--- src/rtl/dram_refresh_sched.sv ---
module dram_refresh_sched #(
  parameter int REF_INTERVAL    = 1953,
  parameter int ROWS            = 8192,
  parameter int REFS_PER_PERIOD = 4096,
  parameter int BURST_LEN       = 8,
  parameter int BACKLOG_MAX     = 16,
  parameter int T_CSR           = 2,
  parameter int T_RAS           = 8,
  parameter int T_RP            = 6,
  parameter int T_SR_LOW        = 12500,
  parameter int T_SR_EXIT       = 14
) (
  input  logic                     clk,
  input  logic                     rst_n,
  input  logic [1:0]               cfg_method,
  input  logic                     sr_req,
  input  logic                     ref_gnt,
  output logic                     ref_req,
  output logic                     ras_n,
  output logic                     cas_n,
  output logic [$clog2(ROWS)-1:0]  row_addr,
  output logic                     sr_active
);

  localparam int RW    = $clog2(ROWS);
  localparam int IW    = (REF_INTERVAL > 1) ? $clog2(REF_INTERVAL) : 1;
  localparam int BW    = $clog2(BACKLOG_MAX + 1);
  localparam int CMAX  = (ROWS > REFS_PER_PERIOD) ? ROWS : REFS_PER_PERIOD;
  localparam int CW    = $clog2(CMAX + 1);
  localparam int TM1   = (T_CSR > T_RAS) ? T_CSR : T_RAS;
  localparam int TM2   = (T_RP > T_SR_EXIT) ? T_RP : T_SR_EXIT;
  localparam int TM3   = (TM1 > TM2) ? TM1 : TM2;
  localparam int TMAX  = (TM3 > T_SR_LOW) ? TM3 : T_SR_LOW;
  localparam int TW    = $clog2(TMAX + 1);

  typedef enum logic [2:0] {S_IDLE, S_REQ, S_CSR, S_RAS, S_PRE, S_SRH, S_SRX} state_t;
  typedef enum logic [1:0] {K_CBR, K_ROW, K_SR} kind_t;

  state_t          state;
  kind_t           kind, kind_nxt;
  logic [TW-1:0]   tcnt;
  logic [IW-1:0]   icnt;
  logic [BW-1:0]   backlog;
  logic [CW-1:0]   catch_left;
  logic [RW-1:0]   row_ctr;
  logic [1:0]      method_q;

  logic m_burst, m_row, m_dist, tick, owe, need, more, t_done;
  logic ras_end, bl_dec, bl_clr;
  state_t        start_st;
  logic [TW-1:0] start_t;

  assign m_burst  = (method_q == 2'd1);
  assign m_row    = (method_q == 2'd2);
  assign m_dist   = !m_burst && !m_row;
  assign tick     = (icnt == IW'(REF_INTERVAL - 1));
  assign owe      = m_burst ? (backlog >= BW'(BURST_LEN)) : (backlog != '0);
  assign need     = sr_req || (catch_left != '0) || owe;
  assign more     = sr_req || (catch_left != '0) || (m_burst && backlog != '0);
  assign t_done   = (tcnt == '0);
  assign kind_nxt = sr_req ? K_SR : (m_row ? K_ROW : K_CBR);
  assign start_st = (kind_nxt == K_ROW) ? S_RAS : S_CSR;
  assign start_t  = (kind_nxt == K_ROW) ? TW'(T_RAS - 1) : TW'(T_CSR - 1);
  assign ras_end  = (state == S_RAS) && t_done;
  assign bl_dec   = ras_end && (catch_left == '0) && (backlog != '0);
  assign bl_clr   = (state == S_SRH) || (state == S_SRX) ||
                    (ras_end && catch_left == CW'(1));

  assign ref_req   = (state != S_IDLE);
  assign sr_active = (state == S_SRH);
  assign ras_n     = !((state == S_RAS) || (state == S_SRH));
  assign cas_n     = !((state == S_CSR) || (state == S_SRH) ||
                       ((state == S_RAS) && (kind != K_ROW)));
  assign row_addr  = row_ctr;

  always_ff @(posedge clk) begin
    if (!rst_n) icnt <= '0;
    else        icnt <= tick ? '0 : icnt + 1'b1;
  end

  always_ff @(posedge clk) begin
    if (!rst_n || bl_clr)
      backlog <= '0;
    else if (tick && !bl_dec && backlog != BW'(BACKLOG_MAX))
      backlog <= backlog + 1'b1;
    else if (bl_dec && !tick)
      backlog <= backlog - 1'b1;
  end

  always_ff @(posedge clk) begin
    if (!rst_n) begin
      state      <= S_IDLE;
      kind       <= K_CBR;
      tcnt       <= '0;
      catch_left <= '0;
      row_ctr    <= '0;
      method_q   <= cfg_method;
    end else begin
      case (state)
        S_IDLE: if (need) state <= S_REQ;
        S_REQ: begin
          if (!need) state <= S_IDLE;
          else if (ref_gnt) begin
            kind  <= kind_nxt;
            state <= start_st;
            tcnt  <= start_t;
          end
        end
        S_CSR: begin
          if (!t_done) tcnt <= tcnt - 1'b1;
          else if (kind == K_SR) begin
            state <= S_SRH;
            tcnt  <= TW'(T_SR_LOW - 1);
          end else begin
            state <= S_RAS;
            tcnt  <= TW'(T_RAS - 1);
          end
        end
        S_RAS: begin
          if (!t_done) tcnt <= tcnt - 1'b1;
          else begin
            state <= S_PRE;
            tcnt  <= TW'(T_RP - 1);
            if (kind == K_ROW)
              row_ctr <= (row_ctr == RW'(ROWS - 1)) ? '0 : row_ctr + 1'b1;
            if (catch_left != '0) catch_left <= catch_left - 1'b1;
          end
        end
        S_PRE: begin
          if (!t_done) tcnt <= tcnt - 1'b1;
          else if (more) begin
            kind  <= kind_nxt;
            state <= start_st;
            tcnt  <= start_t;
          end else state <= S_IDLE;
        end
        S_SRH: begin
          if (!t_done) tcnt <= tcnt - 1'b1;
          else if (!sr_req) begin
            state <= S_SRX;
            tcnt  <= TW'(T_SR_EXIT - 1);
          end
        end
        S_SRX: begin
          if (!t_done) tcnt <= tcnt - 1'b1;
          else begin
            if (!m_dist) catch_left <= m_row ? CW'(ROWS) : CW'(REFS_PER_PERIOD);
            if (!m_dist || sr_req) begin
              kind  <= kind_nxt;
              state <= start_st;
              tcnt  <= start_t;
            end else state <= S_IDLE;
          end
        end
        default: state <= S_IDLE;
      endcase
    end
  end

  localparam int LW = TW + 1;
  logic [LW-1:0] low_cnt, hi_cnt;
  logic          after_sr;

  always_ff @(posedge clk) begin
    if (!rst_n) begin
      low_cnt  <= '0;
      hi_cnt   <= '0;
      after_sr <= 1'b0;
    end else begin
      low_cnt  <= ras_n ? '0 : ((low_cnt == '1) ? low_cnt : low_cnt + 1'b1);
      hi_cnt   <= !ras_n ? '0 : ((hi_cnt == '1) ? hi_cnt : hi_cnt + 1'b1);
      if (sr_active) after_sr <= 1'b1;
      else if (!ras_n) after_sr <= 1'b0;
    end
  end


  strobe_grant_chk: assert property (@(posedge clk) disable iff (!rst_n)
    (!ras_n || !cas_n) |-> (ref_gnt && ref_req));


  cbr_order_chk: assert property (@(posedge clk) disable iff (!rst_n)
    ($fell(ras_n) && !cas_n) |-> $past(!cas_n));


  row_step_chk: assert property (@(posedge clk) disable iff (!rst_n)
    ($rose(ras_n) && $past(cas_n)) |->
      (row_addr == (($past(row_addr) == RW'(ROWS - 1)) ? '0 : $past(row_addr) + 1'b1)));


  sr_hold_chk: assert property (@(posedge clk) disable iff (!rst_n)
    ($rose(ras_n) && $past(sr_active)) |-> (low_cnt >= LW'(T_SR_LOW)));


  sr_exit_chk: assert property (@(posedge clk) disable iff (!rst_n)
    ($fell(ras_n) && after_sr) |-> (hi_cnt >= LW'(T_SR_EXIT)));

endmodule

--- config.mk ---
export PLATFORM = sky130hd
export DESIGN_NAME = dram_refresh_sched
export DESIGN_NICKNAME = d
export VERILOG_FILES = /design/src/rtl/dram_refresh_sched.sv
export SDC_FILE = /design/constraint.sdc
export NUM_CORES = 1
export LEC_CHECK = 0
export BUFFER_PORTS_ARGS = -buffer_cell sky130_fd_sc_hd__buf_2
export CAP_MARGIN = 20
export CELL_PAD_IN_SITES_DETAIL_PLACEMENT = 0
export CELL_PAD_IN_SITES_GLOBAL_PLACEMENT = 1
export CORE_ASPECT_RATIO = 0.7
export CORE_MARGIN = 5
export CORE_UTILIZATION = 40
export DETAILED_ROUTE_END_ITERATION = 7
export GPL_TIMING_DRIVEN = 0
export PLACE_DENSITY = 0.75
export SYNTH_ARGS = -nofsm -noshare
export SYNTH_HDL_FRONTEND = slang
export SYNTH_SLANG_ARGS = --single-unit
--- constraint.sdc ---
create_clock -name clk -period 8.1 [get_ports clk]
set_input_delay 0.405 -clock clk [delete_from_list [all_inputs] [get_ports clk]]
set_output_delay 0.405 -clock clk [all_outputs]
set_load 0.01 [all_outputs]
==> out/qor.txt <==
=======================================================================================
Iteration count of the initial detailed-routing pass                                  4
Min Clock Period, post-route                                                   3.282 ns
Power density over the cells                                               228.8 nW/µm²
Non-filler cells, final                                                             624
Kind of cell adding the most delay to the critical path                    simple AND/OR/NAND/NOR gates
Leakage power total                                                            1.698 nW
Slowest library cell on the worst path                                           nor4_2
Synthesized flop and latch total                                                     64
Total negative slack                                                               0 ns
Logic gate share of total power                                                   0.265
RD Place Congestion                                                              0.8964
Result of the run                                                          finished, final reports clean
Mapped cell area                                                               3850 µm²
Final antenna diode count                                                             0
Number of synthesized flops with an enable pin                                        2
Max-slew violation count                                                              0
Final hold violation count                                                            0
Max_cap viols                                                                         0
Most frequent cells in the layout                                          63 x nor2_1, 62 x dfxtp_1, 38 x nand2_1
Class of the most critical setup path                                        reg -> reg
Number of buffer cells added on primary ports                                        21
Wire length after detailed routing                                             9.612 mm
Level count of the clock H-tree                                                       3
Transition time of the tightest slew-check pin                                0.8738 ns
Overall power of the completed layout                                          1.010 mW
TritonCTS Buffers                                                                     9
Final nets                                                                          511
Count of vias placed by the detailed router                                        3467
Final ANT Viol Nets                                                                   0
Highest net fanout along the worst path                                               7
Count of placed standard cells including taps                                       609
Area used by multi-input combinational logic                                   2419 µm²
Number of violations reported at the end of detailed-routing iteration 0            196
Overflow left after global routing                                                    0
Worst min path class                                                          in -> reg
Fraction of final layout cells sized beyond drive strength 1                     0.1190
Category of the worst setup path capture point                                 register
Max Freq                                                                     0.3047 GHz
RSZ-0062 raised after global routing                                              false
Syn Inst Count                                                                      460
Number of buffers inserted for hold repair after clock tree synthesis                 0
Seq pwr share                                                                     0.344
Via count of the first global-routing pass                                         3209
Number of placement rows                                                             30
Cts repair resizes                                                                    0
Max Buffers Root-to-Sink                                                              2
Post-synthesis sequential area ratio                                             0.3380
Largest net degree at the start of global routing                                    12
Most common cell after layout, fill and taps aside                               nor2_1
CTS tree                                                                           done
Startpoint type of the worst setup path                                        register
Clock Skews                                                                 0.007542 ns
Wirelength per Cell                                                            15.40 µm
Post-synthesis net count                                                            479
Clock transition at path regs                                                   0.06 ns
Synth unique cells                                                                   68
Antenna violations before repair                                                      0
Horizontal extent of the die                                                   127.3 µm
Commonest register cell after synthesis                                         dfxtp_1
Critical Path, Cell by Cell                                                inv_1, ha_1, nor3b_2, nand2_1, nor4_2, or3_1, ha_1, a21o_1, a21oi_1, nor2_1, nand2_1, a32oi_1, a21oi_1
Total area of sequential cells                                                 1301 µm²
Die area                                                                      11720 µm²
Starting density of the core                                                     0.4038
Number of setup buffers added after CTS                                               0
Height of the die                                                              92.08 µm
Global-route wire length before repair                                         16.14 mm
Share of total power in the clock network                                         0.391
Via-per-instance ratio                                                            5.556
Number of clock sinks seen by CTS                                                    64
Highest cell delay on the worst timing path                                     0.41 ns
R2R Setup Slk                                                                   4.82 ns
Net switching fraction of the power                                              0.3233
Buffer and inverter count on the worst path                                           1
Ys async rst share                                                                    0
Clock latency on the worst-skew pair                                            0.34 ns
Count of endpoints failing setup in the final report                                  0
DRC violation count after routing                                                     0
Synth-to-layout area growth                                                      14.62%
Area inside the core boundary                                                  9534 µm²
Master cell of the clock root buffer                                          clkbuf_16
DP Wirelength                                                                  7.013 mm
Relative slew slack                                                              0.4149
Mean post-synth cell area                                                     8.369 µm²
Filler Cells Inserted                                                               943
Overall fraction of global-route tracks in use                                   0.1727
IO Count                                                                             23
Data required time of the worst path                                            8.36 ns
Period Utilization, post-route                                                   0.4052
Worst VDD drop                                                                 99.90 µV
Total number of yosys warnings                                                        0
Internal portion of total power                                               0.6832 mW
Worst endpoint data arrival time                                                3.54 ns
NetSw                                                                         0.3264 mW
=======================================================================================
-- power groups by stage --
stage	logic (mW)	clock network [mW]	registers, mW
global route	0.299	0.418	0.349
floorplan	0.201	0	0.350
global placement	0.261	0	0.353
CTS	0.264	0.400	0.346
finish	0.268	0.395	0.347
detailed placement	0.263	0	0.353
-- cells in the mapped netlist (2+ instances only) --
master     number  area share
a21boi_1        2      0.0039
a21o_1          3      0.0058
a21oi_1        23       0.030
a22o_1          4      0.0091
a22oi_1         2      0.0039
a311oi_1        3      0.0068
a31oi_1         6      0.0098
a32oi_1         2      0.0046
and2_1          4      0.0065
and3_1          6      0.0098
and4_1          4      0.0091
buf_2           5      0.0065
clkbuf_1       10      0.0098
clkinv_1        2      0.0020
dfxtp_1        62        0.32
edfxtp_1        2       0.016
ha_1           12       0.039
inv_1          13       0.013
mux2i_1         6       0.016
nand2_1        38       0.037
nand2b_1        7       0.011
nand3_1        17       0.022
nand3b_1        3      0.0058
nand4_1        11       0.018
nand4b_1        4      0.0091
nor2_1         63       0.061
nor2b_1         8       0.013
nor3_1         19       0.025
nor3_2          2      0.0052
nor4_1          4      0.0065
nor4_2          2      0.0065
nor4_4          4       0.022
o2111ai_1       2      0.0046
o211ai_1        6       0.012
o21a_1          5      0.0098
o21ai_0        15       0.019
o21ai_1         2      0.0026
o221a_1         2      0.0058
o31ai_1         2      0.0039
or2_1           3      0.0049
or3_1           7       0.011
or3_4           3      0.0088
or4_1           3      0.0058
xnor2_1        11       0.025
xor2_1         23       0.052
-- per-layer routing --
layer / part of all wire / vias to the layer above / global-route usage
met4: 0.016 / 0 / 0.06250
met2: 0.39 / 117 / 0.2312
li1: - / 1730 / -
met5: 0 / - / 0
met3: 0.072 / 13 / 0.05297
met1: 0.52 / 1607 / 0.2553
-- stage by stage --
step	setup WS, ns	utilization	instance area (µm²)	hold WS [ns]
after global placement	4.921	0.4316	4115	0.4718
after detailed placement	4.856	0.4316	4115	0.4795
after global routing	4.533	0.4629	4413	0.2403
after floorplan	5.163	-	3850	0.4492
after CTS	4.824	0.4629	4413	0.2409
final	4.818	0.4629	4413	0.2448
-- state kept, by name (all words and copies together), names as in the netlist --
register and cells:
row_addr 13, tcnt 14, method_q 2, backlog 5, catch_left 14, state 3, kind 2, icnt 11
-- cell families after synthesis --
group | count (synthesis) | synth area share
buf+inv | 31 | 0.03380
mux | 6 | 0.01560
simple gates | 221 | 0.3250
xor+xnor | 34 | 0.07735
flops | 64 | 0.3380
compound gates | 91 | 0.1661
fa+ha+maj | 13 | 0.04420
-- final timing paths --
check,start,cells after the start,to
max,tcnt[0]$_SDFFE_PN0P_,13,backlog[4]$_SDFFE_PP0P_
min,cfg_method[0],1,method_q[0]$_DFFE_PN_
max reg2reg,tcnt[0]$_SDFFE_PN0P_,13,backlog[4]$_SDFFE_PP0P_
min reg2reg,icnt[0]$_SDFF_PP0_,1,icnt[0]$_SDFF_PP0_
-- cell type report --
class | count | area share
Timing Repair Buffer | 21 | 0.02382
Clock buffer | 12 | 0.05841
Multi-Input combinational cell | 365 | 0.5481
Tap cell | 128 | 0.03629
Sequential cell | 64 | 0.2949
Clock inverter | 3 | 0.009073
Inverter | 15 | 0.01276
Buffer | 16 | 0.01673
(Power assumes the default switching activity.)
